===== src/rtl/iso_codec_pkg.sv =====
package iso_codec_pkg;

    typedef enum logic [1:0] {
        ENC_WAIT = 2'd0,
        ENC_EDGE = 2'd1,
        ENC_RFSH = 2'd2
    } enc_state_e;

    typedef enum logic [1:0] {
        DEC_DEAD = 2'd0,
        DEC_LOW  = 2'd1,
        DEC_HIGH = 2'd2
    } dec_state_e;

endpackage


===== src/rtl/iso_interval_timer.sv =====
// Saturating cycle counter; expired is high once LIMIT-1 cycles have been
// counted since the last clear.
module iso_interval_timer #(
    parameter int LIMIT = 100
) (
    input  logic clk,
    input  logic rst_n,
    input  logic clr,
    input  logic run,
    output logic expired
);
    localparam int CW = (LIMIT > 1) ? $clog2(LIMIT) : 1;
    localparam logic [CW-1:0] LAST = CW'(LIMIT - 1);

    logic [CW-1:0] cnt_q;

    always_ff @(posedge clk or negedge rst_n) begin
        if (!rst_n) begin
            cnt_q <= '0;
        end else if (clr) begin
            cnt_q <= '0;
        end else if (run && (cnt_q != LAST)) begin
            cnt_q <= cnt_q + 1'b1;
        end
    end

    assign expired = (cnt_q == LAST);
endmodule


===== src/rtl/iso_edge_encoder.sv =====
module iso_edge_encoder
    import iso_codec_pkg::*;
#(
    parameter int REFRESH_CYC = 100
) (
    input  logic clk,
    input  logic rst_n,
    input  logic level_in,
    output logic pulse_set,
    output logic pulse_clr
);
    enc_state_e state_q, state_d;
    logic       lvl_q;
    logic       rfsh_due;

    iso_interval_timer #(.LIMIT(REFRESH_CYC)) u_rfsh_tmr (
        .clk     (clk),
        .rst_n   (rst_n),
        .clr     (state_d != ENC_WAIT),
        .run     (1'b1),
        .expired (rfsh_due)
    );

    // next state: an edge outranks a refresh falling due in the same cycle
    always_comb begin
        if (level_in != lvl_q) begin
            state_d = ENC_EDGE;
        end else if (rfsh_due) begin
            state_d = ENC_RFSH;
        end else begin
            state_d = ENC_WAIT;
        end
    end

    // state register
    always_ff @(posedge clk or negedge rst_n) begin
        if (!rst_n) begin
            state_q <= ENC_WAIT;
            lvl_q   <= 1'b0;
        end else begin
            state_q <= state_d;
            lvl_q   <= level_in;
        end
    end

    // outputs
    always_comb begin
        pulse_set = 1'b0;
        pulse_clr = 1'b0;
        unique case (state_q)
            ENC_WAIT: begin
                pulse_set = 1'b0;
                pulse_clr = 1'b0;
            end
            ENC_EDGE, ENC_RFSH: begin
                pulse_set = lvl_q;
                pulse_clr = ~lvl_q;
            end
            default: begin
                pulse_set = 1'b0;
                pulse_clr = 1'b0;
            end
        endcase
    end
endmodule


===== src/rtl/iso_pulse_decoder.sv =====
module iso_pulse_decoder
    import iso_codec_pkg::*;
#(
    parameter int   TIMEOUT_CYC = 500,
    parameter logic DEFAULT_LVL = 1'b0
) (
    input  logic clk,
    input  logic rst_n,
    input  logic pulse_set,
    input  logic pulse_clr,
    output logic level_out,
    output logic link_ok
);
    dec_state_e state_q, state_d;
    logic       starved;

    iso_interval_timer #(.LIMIT(TIMEOUT_CYC)) u_wd_tmr (
        .clk     (clk),
        .rst_n   (rst_n),
        .clr     (pulse_set | pulse_clr),
        .run     (state_q != DEC_DEAD),
        .expired (starved)
    );

    // next state: set beats clear, any pulse beats the watchdog
    always_comb begin
        state_d = state_q;
        if (pulse_set) begin
            state_d = DEC_HIGH;
        end else if (pulse_clr) begin
            state_d = DEC_LOW;
        end else begin
            unique case (state_q)
                DEC_DEAD:          state_d = DEC_DEAD;
                DEC_LOW, DEC_HIGH: state_d = starved ? DEC_DEAD : state_q;
                default:           state_d = DEC_DEAD;
            endcase
        end
    end

    // state register
    always_ff @(posedge clk or negedge rst_n) begin
        if (!rst_n) begin
            state_q <= DEC_DEAD;
        end else begin
            state_q <= state_d;
        end
    end

    // outputs
    always_comb begin
        level_out = DEFAULT_LVL;
        link_ok   = 1'b0;
        unique case (state_q)
            DEC_DEAD: begin
                level_out = DEFAULT_LVL;
                link_ok   = 1'b0;
            end
            DEC_LOW: begin
                level_out = 1'b0;
                link_ok   = 1'b1;
            end
            DEC_HIGH: begin
                level_out = 1'b1;
                link_ok   = 1'b1;
            end
            default: begin
                level_out = DEFAULT_LVL;
                link_ok   = 1'b0;
            end
        endcase
    end
endmodule


===== src/rtl/edge_iso_codec.sv =====
module edge_iso_codec #(
    parameter int   REFRESH_CYC = 100,
    parameter int   TIMEOUT_CYC = 500,
    parameter logic DEFAULT_LVL = 1'b0
) (
    input  logic clk,
    input  logic rst_n,
    input  logic tx_level,
    output logic tx_set,
    output logic tx_clr,
    input  logic rx_set,
    input  logic rx_clr,
    output logic rx_level,
    output logic rx_valid
);
    iso_edge_encoder #(.REFRESH_CYC(REFRESH_CYC)) u_enc (
        .clk       (clk),
        .rst_n     (rst_n),
        .level_in  (tx_level),
        .pulse_set (tx_set),
        .pulse_clr (tx_clr)
    );

    iso_pulse_decoder #(
        .TIMEOUT_CYC (TIMEOUT_CYC),
        .DEFAULT_LVL (DEFAULT_LVL)
    ) u_dec (
        .clk       (clk),
        .rst_n     (rst_n),
        .pulse_set (rx_set),
        .pulse_clr (rx_clr),
        .level_out (rx_level),
        .link_ok   (rx_valid)
    );
endmodule


===== config.mk =====
export PLATFORM = sky130hd
export DESIGN_NAME = edge_iso_codec
export DESIGN_NICKNAME = d
export VERILOG_FILES = /design/src/rtl/iso_codec_pkg.sv /design/src/rtl/iso_interval_timer.sv /design/src/rtl/iso_edge_encoder.sv /design/src/rtl/iso_pulse_decoder.sv /design/src/rtl/edge_iso_codec.sv
export SDC_FILE = /design/constraint.sdc
export NUM_CORES = 1
export LEC_CHECK = 0
export BUFFER_PORTS_ARGS = -buffer_cell sky130_fd_sc_hd__buf_2
export CAP_MARGIN = 0
export CORE_MARGIN = 8
export CORE_UTILIZATION = 57
export DETAILED_ROUTE_END_ITERATION = 8
export GPL_ROUTABILITY_DRIVEN = 0
export GPL_TIMING_DRIVEN = 0
export PLACE_DENSITY = 0.83
export SLEW_MARGIN = 5
export SYNTH_ARGS = -nofsm -noshare
export SYNTH_HDL_FRONTEND = slang
export SYNTH_SLANG_ARGS = --single-unit

===== constraint.sdc =====
create_clock -name clk -period 1.8 [get_ports clk]
set_input_delay 0 -clock clk [delete_from_list [all_inputs] [get_ports clk]]
set_output_delay 0 -clock clk [all_outputs]
set_load 0.1 [all_outputs]

==> results_dict.tcl, run 1 <==
set metrics [dict create \
    dp_hpwl_um 1350 \
    die_w_um 58.9 \
    worst_pin_slew_ns 0.487 \
    first_pass_iters 4 \
    viasPerCell 5.71 \
    remaining_drc_errors 0 \
    crit_required_ns 2.04 \
    grt_pass1_wl_um 3380 \
    drv_slew 0 \
    fin_skew_ns 0.00191 \
    io_buffer_count 8 \
    drive_gt1_share_pct 14.2 \
    drtIter0Drc 37 \
    critPathMaxFanout 6 \
    maxSlewHeadroom_pct 67.7 \
    cp_slowest_cell "or4_1" \
    path_cells "inv_1 -> ha_1 -> nand4b_2 -> or4_1 -> a21oi_1" \
    root_buffer "clkbuf_4" \
    grt_max_degree 22 \
    ys_seq_area_share_pct 50.0 \
    setup_ws_ns 0.138 \
    critPathLaunchType "flip-flop" \
    synth_area_mm2 0.00105 \
    die_area_mm2 0.00347 \
    hold_viol_final 0 \
    cts_inserted_buffers 3 \
    vias 828 \
    setup_viol 0 \
    synthesis.nets 113 \
    ctsHtreeMaxLevel 1 \
    period_share_pct 92.3 \
    antenna_found_initial 0 \
    core_mm2 0.00173 \
    clk_pin_slew_ns 0.12 \
    syn_inst 104 \
    worstSkewPairLatency_ns 0.31 \
    synth_warnings 0 \
    crit_arrival_ns 1.91 \
    initial_core_util_pct 60.9 \
    antenna_left 0 \
    p_total_mw 0.917 \
    fin_tns_setup_ns 0 \
    leakage_nw 0.531 \
    place_ws_ns 0.210 \
    ioPinCount 9 \
    globalRouteTotalUtil_pct 12.4 \
    path_class "reg -> reg" \
    cts_tree "yes" \
    rsz0062_at_grt "false" \
    min_period_ns 1.66 \
    worstSetupEndpointType "flip-flop" \
    ir_drop_mv 0.467 \
    area_delta_synth_final_pct 13.5 \
    drv_cap 0 \
    max_stage_delay_ns 0.43 \
    clock.fmax_ghz 0.602 \
    ctsLongestPathBuffers 2 \
    n_antenna_cell 0 \
    ys_seq_elements 21 \
    finalNetCount 130 \
    drt-total-wl_um 2010 \
    avgRoutedWirePerCell_um 13.8 \
    powerDensity_mw_per_mm2 769 \
    grt_overflow 0 \
    syn_avg_cell_area_um2 10.1 \
    clock-sinks 21 \
    outcome "completed" \
    yosysUniqueCellTypes 32 \
    rows 15 \
    chipHeight_um 58.9 \
    worstHoldPathType "in -> async" \
    grt_pass1_vias 765 \
]
-- cell type report --
| cell class | count | area (µm²) |
|---|---|---|
| Fill cell | 130 | 534 |
| Tap cell | 25 | 31.3 |
| Buffer | 1 | 3.75 |
| Clock buffer | 3 | 22.5 |
| Multi-Input combinational cell | 73 | 490 |
| Sequential cell | 21 | 526 |
| Timing Repair Buffer | 12 | 80.1 |
| Clock inverter | 1 | 5.00 |
| Inverter | 9 | 33.8 |
-- path summary, 6_finish.rpt --
path | endpoint | cells past startpoint | slack (ns) | start
max in group asynchronous | u_enc.state_q[1] | 2 | 1.32 | rst_n
max reg2reg | u_dec.u_wd_tmr.cnt_q[5] | 5 | 0.14 | u_dec.state_q[0]
min reg2reg | u_enc.u_rfsh_tmr.cnt_q[0] | 1 | 0.50 | u_enc.u_rfsh_tmr.cnt_q[0]
min in group clk | u_enc.lvl_q | 2 | 0.35 | tx_level
min | u_dec.u_wd_tmr.cnt_q[0] | 2 | 0.17 | rst_n
max | u_dec.u_wd_tmr.cnt_q[5] | 5 | 0.14 | u_dec.state_q[0]
-- sequential cells by signal (all words and copies together), names as in the netlist --
register,cells
u_dec.u_wd_tmr.cnt_q,9
u_dec.state_q,2
u_enc.u_rfsh_tmr.cnt_q,7
u_enc.state_q,2
u_enc.lvl_q,1
-- cell usage after synthesis --
master | number | area (µm²)
xor2_1 | 3 | 26.3
nand3_1 | 4 | 20.0
o311ai_0 | 2 | 17.5
a2111oi_1 | 1 | 10.0
nand4_2 | 1 | 12.5
clkbuf_1 | 1 | 3.75
or2_1 | 1 | 6.26
nand2_1 | 8 | 30.0
ha_1 | 4 | 50.1
o21ai_0 | 4 | 20.0
nor3b_1 | 1 | 7.51
inv_1 | 9 | 33.8
or2_2 | 1 | 6.26
xnor2_1 | 3 | 26.3
o21bai_1 | 1 | 7.51
nor2b_1 | 1 | 6.26
a21oi_1 | 8 | 40.0
o31ai_1 | 2 | 15.0
nand4_1 | 1 | 6.26
nand2b_1 | 2 | 12.5
nand4b_1 | 1 | 8.76
nor2_1 | 9 | 33.8
or4_1 | 1 | 7.51
a41o_1 | 1 | 10.0
or3_1 | 6 | 37.5
mux2i_1 | 2 | 20.0
o41ai_1 | 1 | 8.76
dfrtp_1 | 21 | 526
nor3_1 | 1 | 5.00
nand4bb_1 | 1 | 11.3
nand4b_2 | 1 | 15.0
o31a_2 | 1 | 10.0
-- cells by family after synthesis --
group	synth area share, %
AND/OR/NAND/NOR	21.5
AO/OA/AOI/OAI	13.2
flip-flops	50.0
buffers and inverters	3.57
XOR/XNOR	5.00
adder cells (fa/ha/maj)	4.76
multiplexers	1.90
-- per-layer routing --
layer | wire length (µm) | track usage, % | part of all wire [%]
met1 | 905 | 15.4 | 45
met2 | 943 | 19.9 | 47
met3 | 130 | 3.04 | 6.5
met4 | 25 | 5.12 | 1.2
met5 | 0 | 0 | 0
-- report_power, final --
group / internal, mW / leakage, nW / total, mW / switching, mW
registers: 0.492 / 0.281 / 0.511 / 0.0194
logic: 0.0475 / 0.232 / 0.172 / 0.124
clock network: 0.0830 / 0.0177 / 0.234 / 0.151
total: 0.622 / 0.531 / 0.917 / 0.294
-- cells in the final DEF (no fill, tap or decap), drive strengths merged, types with 2 or more instances in the layout --
master	Yosys	final
dfrtp	21	21
inv	9	9
nor2	9	9
nand2	8	8
a21oi	8	8
buf	0	8
or3	6	6
nand3	4	4
o21ai	4	4
ha	4	4
dlygate4sd3	0	4
clkbuf	1	4
xor2	3	3
xnor2	3	3
nand2b	2	2
o311ai	2	2
o31ai	2	2
mux2i	2	2
nand4b	2	2
or2	2	2
nand4	2	2
-- critical path: cells and delay by family (launching register included) --
| family | cells | cell delay (ns) |
|---|---|---|
| adders and majority gates | 1 | 0.25 |
| and+or+nand+nor | 2 | 0.72 |
| AOI/OAI and AO/OA | 1 | 0.15 |
| DFF | 1 | 0.39 |
| buffers and inverters | 1 | 0.08 |
-- metrics by stage --
step | instance area [µm²] | hold slack [ns] | instances | util [%]
floorplan | 1050 | -0.296 | 104 | -
global placement | 1120 | -0.0254 | 137 | 65.1
detailed placement | 1120 | -0.0231 | 137 | 65.1
CTS | 1190 | 0.176 | 145 | 69.1
global route | 1190 | 0.214 | 145 | 69.1
finish | 1190 | 0.167 | 145 | 69.1
-- what timing repair did --
action / 4_1_cts / 5_1_grt
hold endpoints to repair: 25 / 0
buffers inserted: 0 / 0
gates resized for setup: 0 / 0
hold buffers: 4 / 0
No activity file was read; power rests on OpenSTA's default activity.
==> run 2, diff against run 1 <==
--- a/config.mk
+++ b/config.mk
@@ -6,4 +6,5 @@
 export NUM_CORES = 1
 export LEC_CHECK = 0
+export ABC_CLOCK_PERIOD_IN_PS = 1800
 export BUFFER_PORTS_ARGS = -buffer_cell sky130_fd_sc_hd__buf_2
 export CAP_MARGIN = 0
==> constraint.sdc (replaced) <==
create_clock -name clk -period 1.8 [get_ports clk]
set_input_delay 0.09 -clock clk [delete_from_list [all_inputs] [get_ports clk]]
set_output_delay 0.09 -clock clk [all_outputs]
set_load 0.1 [all_outputs]
==> run 2 against run 1 <==
Net effect: the flow now finishes with violations (hold timing); critical path type unchanged; core utilization down 1.0 points; sequential share of layout area up 0.66 points; wire length down 9.6%; hold slack worse by 0.17 ns; worst setup slack worse by 0.037 ns; die area unchanged; first-iteration DRC count down 51%; clock power down 4%; sequential power about the same; clock skew up 0.0042 ns; power down 1.8%.
==> results_dict.tcl, run 2 (synthesis gave the netlist of run 1 again) <==
set metrics [dict create \
    outcome "complete, but fails checks" \
    violations "hold timing" \
    path_buf_inv 1 \
    regMostFlops "u_dec.u_wd_tmr.cnt_q" \
    die_area_mm2 0.00347 \
    path_class "reg -> reg" \
    finalNetCount 128 \
    grt_pass1_vias 752 \
    cts_inserted_buffers 3 \
    final_common_cell "dfrtp_1" \
    die_w_um 58.9 \
    grt_max_degree 22 \
    clock-sinks 21 \
    multiInputGateArea_um2 493 \
    remaining_drc_errors 0 \
    min_period_ns 1.70 \
    ioPinCount 9 \
    period_share_pct 94.4 \
    antenna_left 0 \
    seq_area_um2 526 \
    reg2reg_to "u_dec.u_wd_tmr.cnt_q[5]" \
    first_pass_iters 4 \
    crit_required_ns 2.02 \
    grt_overflow 0 \
    fin_skew_ns 0.00613 \
    hold_depth 2 \
    ctsHtreeMaxLevel 1 \
    drtIter0Drc 18 \
    dpl_cell_area_mm2 0.00113 \
    worstHoldPathType "in -> reg" \
    r2r_slack_ns 0.10 \
    cp_slowest_cell "or4_1" \
    ff2ff_path_depth 5 \
    setup_viol 0 \
    cp.depth 5 \
    ir_drop_mv 0.509 \
    largest_reg_flops 9 \
    initial_core_util_pct 60.9 \
    fin_tns_setup_ns 0 \
    fin_hold_ws_ns -0.000926 \
    drive_gt1_share_pct 15.3 \
    dp_hpwl_um 1320 \
    mostFrequentLayoutCells "dfrtp_1, inv_1" \
    startpoint "u_dec.state_q[0]" \
    worstSetupEndpointType "flip-flop" \
    cts_tree "yes" \
    reg.largest.list "u_dec.u_wd_tmr.cnt_q: 9 flops, u_enc.u_rfsh_tmr.cnt_q: 7 flops" \
    crit_end "u_dec.u_wd_tmr.cnt_q[5]" \
    critPathMaxFanout 6 \
    root_buffer "clkbuf_4" \
    core_mm2 0.00173 \
    drv_slew 0 \
    grt_pass1_wl_um 3160 \
    avgRoutedWirePerCell_um 12.7 \
    worst_pin_slew_ns 0.488 \
    timing.rr.start "u_dec.state_q[0]" \
    path_cells "inv_1 -> ha_1 -> nand4b_2 -> or4_1 -> a21oi_1" \
    ctsLongestPathBuffers 2 \
    vias 797 \
    n_antenna_cell 0 \
    area_delta_synth_final_pct 11.8 \
    drt-total-wl_um 1810 \
    viasPerCell 5.57 \
    clk_pin_slew_ns 0.12 \
    worstSkewPairLatency_ns 0.30 \
    critPathLaunchType "flip-flop" \
    leakage_nw 0.523 \
    rsz0062_at_grt "false" \
    postLayoutCoreUtil_pct 68.0 \
    cts_setup_buffers 0 \
    io_buffer_count 8 \
    max_stage_delay_ns 0.46 \
    crit_arrival_ns 1.92 \
    maxSlewHeadroom_pct 67.7 \
    hold_viol_final 1 \
    cp_top_family "simple AND/OR/NAND/NOR gates" \
    clock.fmax_ghz 0.588 \
    powerDensity_mw_per_mm2 766 \
    fillers 144 \
    chipHeight_um 58.9 \
    rows 15 \
    antenna_found_initial 0 \
    fin_area_mm2 0.00117 \
    globalRouteTotalUtil_pct 11.4 \
    drv_cap 0 \
]
[run 2: changes by cell type in the layout (fill, tap and decap cells not counted)]
cell	delta
dlygate4sd3_1	-2
nor2_1	-1
nor2_2	+1
[run 2: routing by layer]
layer / wire length, µm / GRT usage, % / share of wire [%] / vias to the layer above
met3: 117 / 3.26 / 6.5 / 5
met4: 36 / 5.46 / 2.0 / 0
met5: 0 / 0 / 0 / -
li1: - / - / - / 397
met2: 808 / 17.4 / 45 / 20
met1: 851 / 14.3 / 47 / 375
[run 2: worst min path at each step]
stage | end | start | slack (ns)
6_report | u_dec.state_q[0] | rx_set | -0.0009
4_1_cts | u_dec.state_q[0] | rx_set | 0.002
3_5_place_dp | u_dec.u_wd_tmr.cnt_q[5] | rst_n | 0.07
5_1_grt | u_dec.state_q[0] | rx_set | 0.002
2_1_floorplan | u_dec.state_q[0] | rst_n | -0.21
3_3_place_gp | u_dec.u_wd_tmr.cnt_q[5] | rst_n | 0.06
[run 2: layout make-up]
class,instances,share of cell area (%)
buffer,1,0.319
clock buffer,3,1.92
clock inverter,1,0.426
inverter,9,2.88
multi-input combinational,73,42.0
sequential,21,44.7
tap,25,2.66
timing repair buffer,10,5.11
[run 2: metrics by stage]
step | power, mW | cells | setup WS (ns)
floorplan | 0.649 | 104 | 0.0285
global placement | 0.680 | 137 | 0.267
detailed placement | 0.683 | 137 | 0.222
CTS | 0.905 | 143 | 0.0995
global route | 0.943 | 143 | 0.0249
finish | 0.900 | 143 | 0.101
[run 2: what timing repair did]
item,in CTS,in global routing
hold buffers,2,0
resized for setup,0,0
hold endpoints to repair,22,0
[run 2: where the power goes]
group / switching, mW / internal (mW)
sequential: 0.0186 / 0.492
combinational: 0.121 / 0.0445
clock: 0.141 / 0.0829
total: 0.281 / 0.619
==> run 3, diff against run 2 <==
- CORE_UTILIZATION: 57 -> 40
- PLACE_DENSITY: 0.83 -> 0.63
==> run 3 against run 2 <==
Net effect: the run now ends clean; non-clock buffer count rose by 1; combinational power hardly changed; hold slack improved by 0.092 ns; clock skew fell by 0.0052 ns; critical path depth did not move; sequential share of layout area decreased by 0.61 points; critical path type unchanged; critical endpoint unchanged.
==> results_dict.tcl, run 3 (synthesis gave the netlist of run 1 again) <==
set metrics [dict create \
    drive_gt1_share_pct 15.1 \
    area_delta_synth_final_pct 13.3 \
    globalRouteTotalUtil_pct 9.42 \
    p_clk_share_pct 25.0 \
    remaining_drc_errors 0 \
    critPathMaxFanout 6 \
    powerDensity_mw_per_mm2 761 \
    fin_cells 149 \
    maxSlewHeadroom_pct 67.3 \
    mostFrequentLayoutCells "dfrtp_1, inv_1" \
    clock.fmax_ghz 0.625 \
    worstHoldPathType "in -> reg" \
    drv_cap 0 \
    crit_required_ns 2.04 \
    grt_overflow 0 \
    rsz0062_at_grt "false" \
    path_buf_inv 1 \
    period_share_pct 88.9 \
    swShare_pct 31.6 \
    fin_hold_ws_ns 0.0913 \
    final_common_cell "dfrtp_1" \
    leakage_nw 0.527 \
    path_class "reg -> reg" \
    critPathLaunchType "flip-flop" \
    drt-total-wl_um 1950 \
    cp_slowest_cell "or4_1" \
    p_int_mw 0.621 \
    finalNetCount 129 \
    core_mm2 0.00248 \
    drv_slew 0 \
    cts_setup_buffers 0 \
    post_cts_resized 0 \
    min_period_ns 1.60 \
    setup_viol 0 \
    crit_arrival_ns 1.84 \
    n_antenna_cell 0 \
    path_cells "inv_1 -> ha_1 -> nand4b_2 -> or4_1 -> a21oi_1" \
    worst_pin_slew_ns 0.493 \
    timing.rr.start "u_dec.state_q[1]" \
    max_stage_delay_ns 0.43 \
    startpoint "u_dec.state_q[1]" \
    cts_tree "yes" \
    fin_tns_setup_ns 0 \
    dp_hpwl_um 1430 \
    fillers 249 \
    die_area_mm2 0.00452 \
    worst_hold_startpoint "rx_clr" \
    ctsHtreeMaxLevel 1 \
    initial_core_util_pct 42.4 \
    avgRoutedWirePerCell_um 13.1 \
    drtIter0Drc 13 \
    hold_viol_final 0 \
    pwr-share-comb_pct 18.6 \
    grt_pass1_vias 754 \
    worstSetupEndpointType "flip-flop" \
    first_pass_iters 4 \
    io_buffer_count 8 \
    postLayoutCoreUtil_pct 48.1 \
    largest_reg_flops 9 \
    grt_max_degree 22 \
    reg.largest.list "u_dec.u_wd_tmr.cnt_q: 9 flops, u_enc.u_rfsh_tmr.cnt_q: 7 flops" \
    fin_area_mm2 0.00119 \
    placed_cells 142 \
    ir_drop_mv 0.465 \
    worstSkewPairLatency_ns 0.30 \
    vias 813 \
    viasPerCell 5.46 \
    outcome "completed" \
    antenna_left 0 \
    regMostFlops "u_dec.u_wd_tmr.cnt_q" \
    p_sw_mw 0.286 \
    grt_pass1_wl_um 3340 \
    antenna_found_initial 0 \
    cts_inserted_buffers 3 \
    rows 18 \
    die_w_um 67.3 \
    root_buffer "clkbuf_4" \
    clock-sinks 21 \
    fin_skew_ns 0.000948 \
    chipHeight_um 67.3 \
    dpl_cell_area_mm2 0.00113 \
    ioPinCount 9 \
    clk_pin_slew_ns 0.12 \
    p_seq_share_pct 56.3 \
    cp_top_family "simple AND/OR/NAND/NOR gates" \
    ctsLongestPathBuffers 2 \
]
-- run 3: stage by stage --
stage                     worst slack [ns]  power [mW]
after floorplan                     0.0285       0.649
after global placement               0.276       0.682
after detailed placement             0.221       0.685
after CTS                            0.186       0.923
after global routing                0.0478       0.956
final                                0.199       0.907
-- run 3: repair_timing --
action                                  in CTS  in global routing
endpoints found under the setup margin       0                  0
hold endpoints to repair                    23                  0
hold buffers                                 3                  0
-- run 3: power groups by stage --
stage	Clock (mW)	Sequential (mW)	Combinational [mW]
global route	0.256	0.515	0.184
global placement	0	0.519	0.163
CTS	0.241	0.511	0.172
floorplan	0	0.516	0.133
finish	0.227	0.511	0.169
detailed placement	0	0.520	0.166
-- run 3: worst paths after layout --
| path | slack (ns) | cells past startpoint | to |
|---|---|---|---|
| max in group asynchronous | 1.23 | 2 | u_enc.u_rfsh_tmr.cnt_q[5] |
| worst max-delay path | 0.20 | 5 | u_dec.u_wd_tmr.cnt_q[5] |
| worst min-delay path | 0.09 | 3 | u_dec.state_q[0] |
| min in group asynchronous | 0.25 | 2 | u_dec.u_wd_tmr.cnt_q[8] |
| worst min register to register | 0.50 | 1 | u_enc.u_rfsh_tmr.cnt_q[0] |
| worst max register to register | 0.20 | 5 | u_dec.u_wd_tmr.cnt_q[5] |
-- run 3: worst min-delay path, stage by stage --
cell and delay (ns):
buf_2 0.13, inv_1 0.07, a21oi_1 0.07
-- run 3: layer usage --
metal / routed length, µm / GRT usage, % / vias to the layer above
met2: 1010 / 16.0 / 10
met3: 54 / 2.48 / 2
met5: 0 / 0 / -
li1: - / - / 398
met4: 13 / 3.92 / 0
met1: 873 / 11.0 / 403
-- run 3: area by class of cell --
class,count,area [µm²],share of cell area [%]
plain buffers,1,3.75,0.315
clock buffers,3,22.5,1.89
clock inverters,1,5.00,0.420
inverters,9,33.8,2.84
multi-input cells,73,493,41.4
flip-flops and latches,21,526,44.1
well taps,30,37.5,3.15
repair buffers,11,70.1,5.88
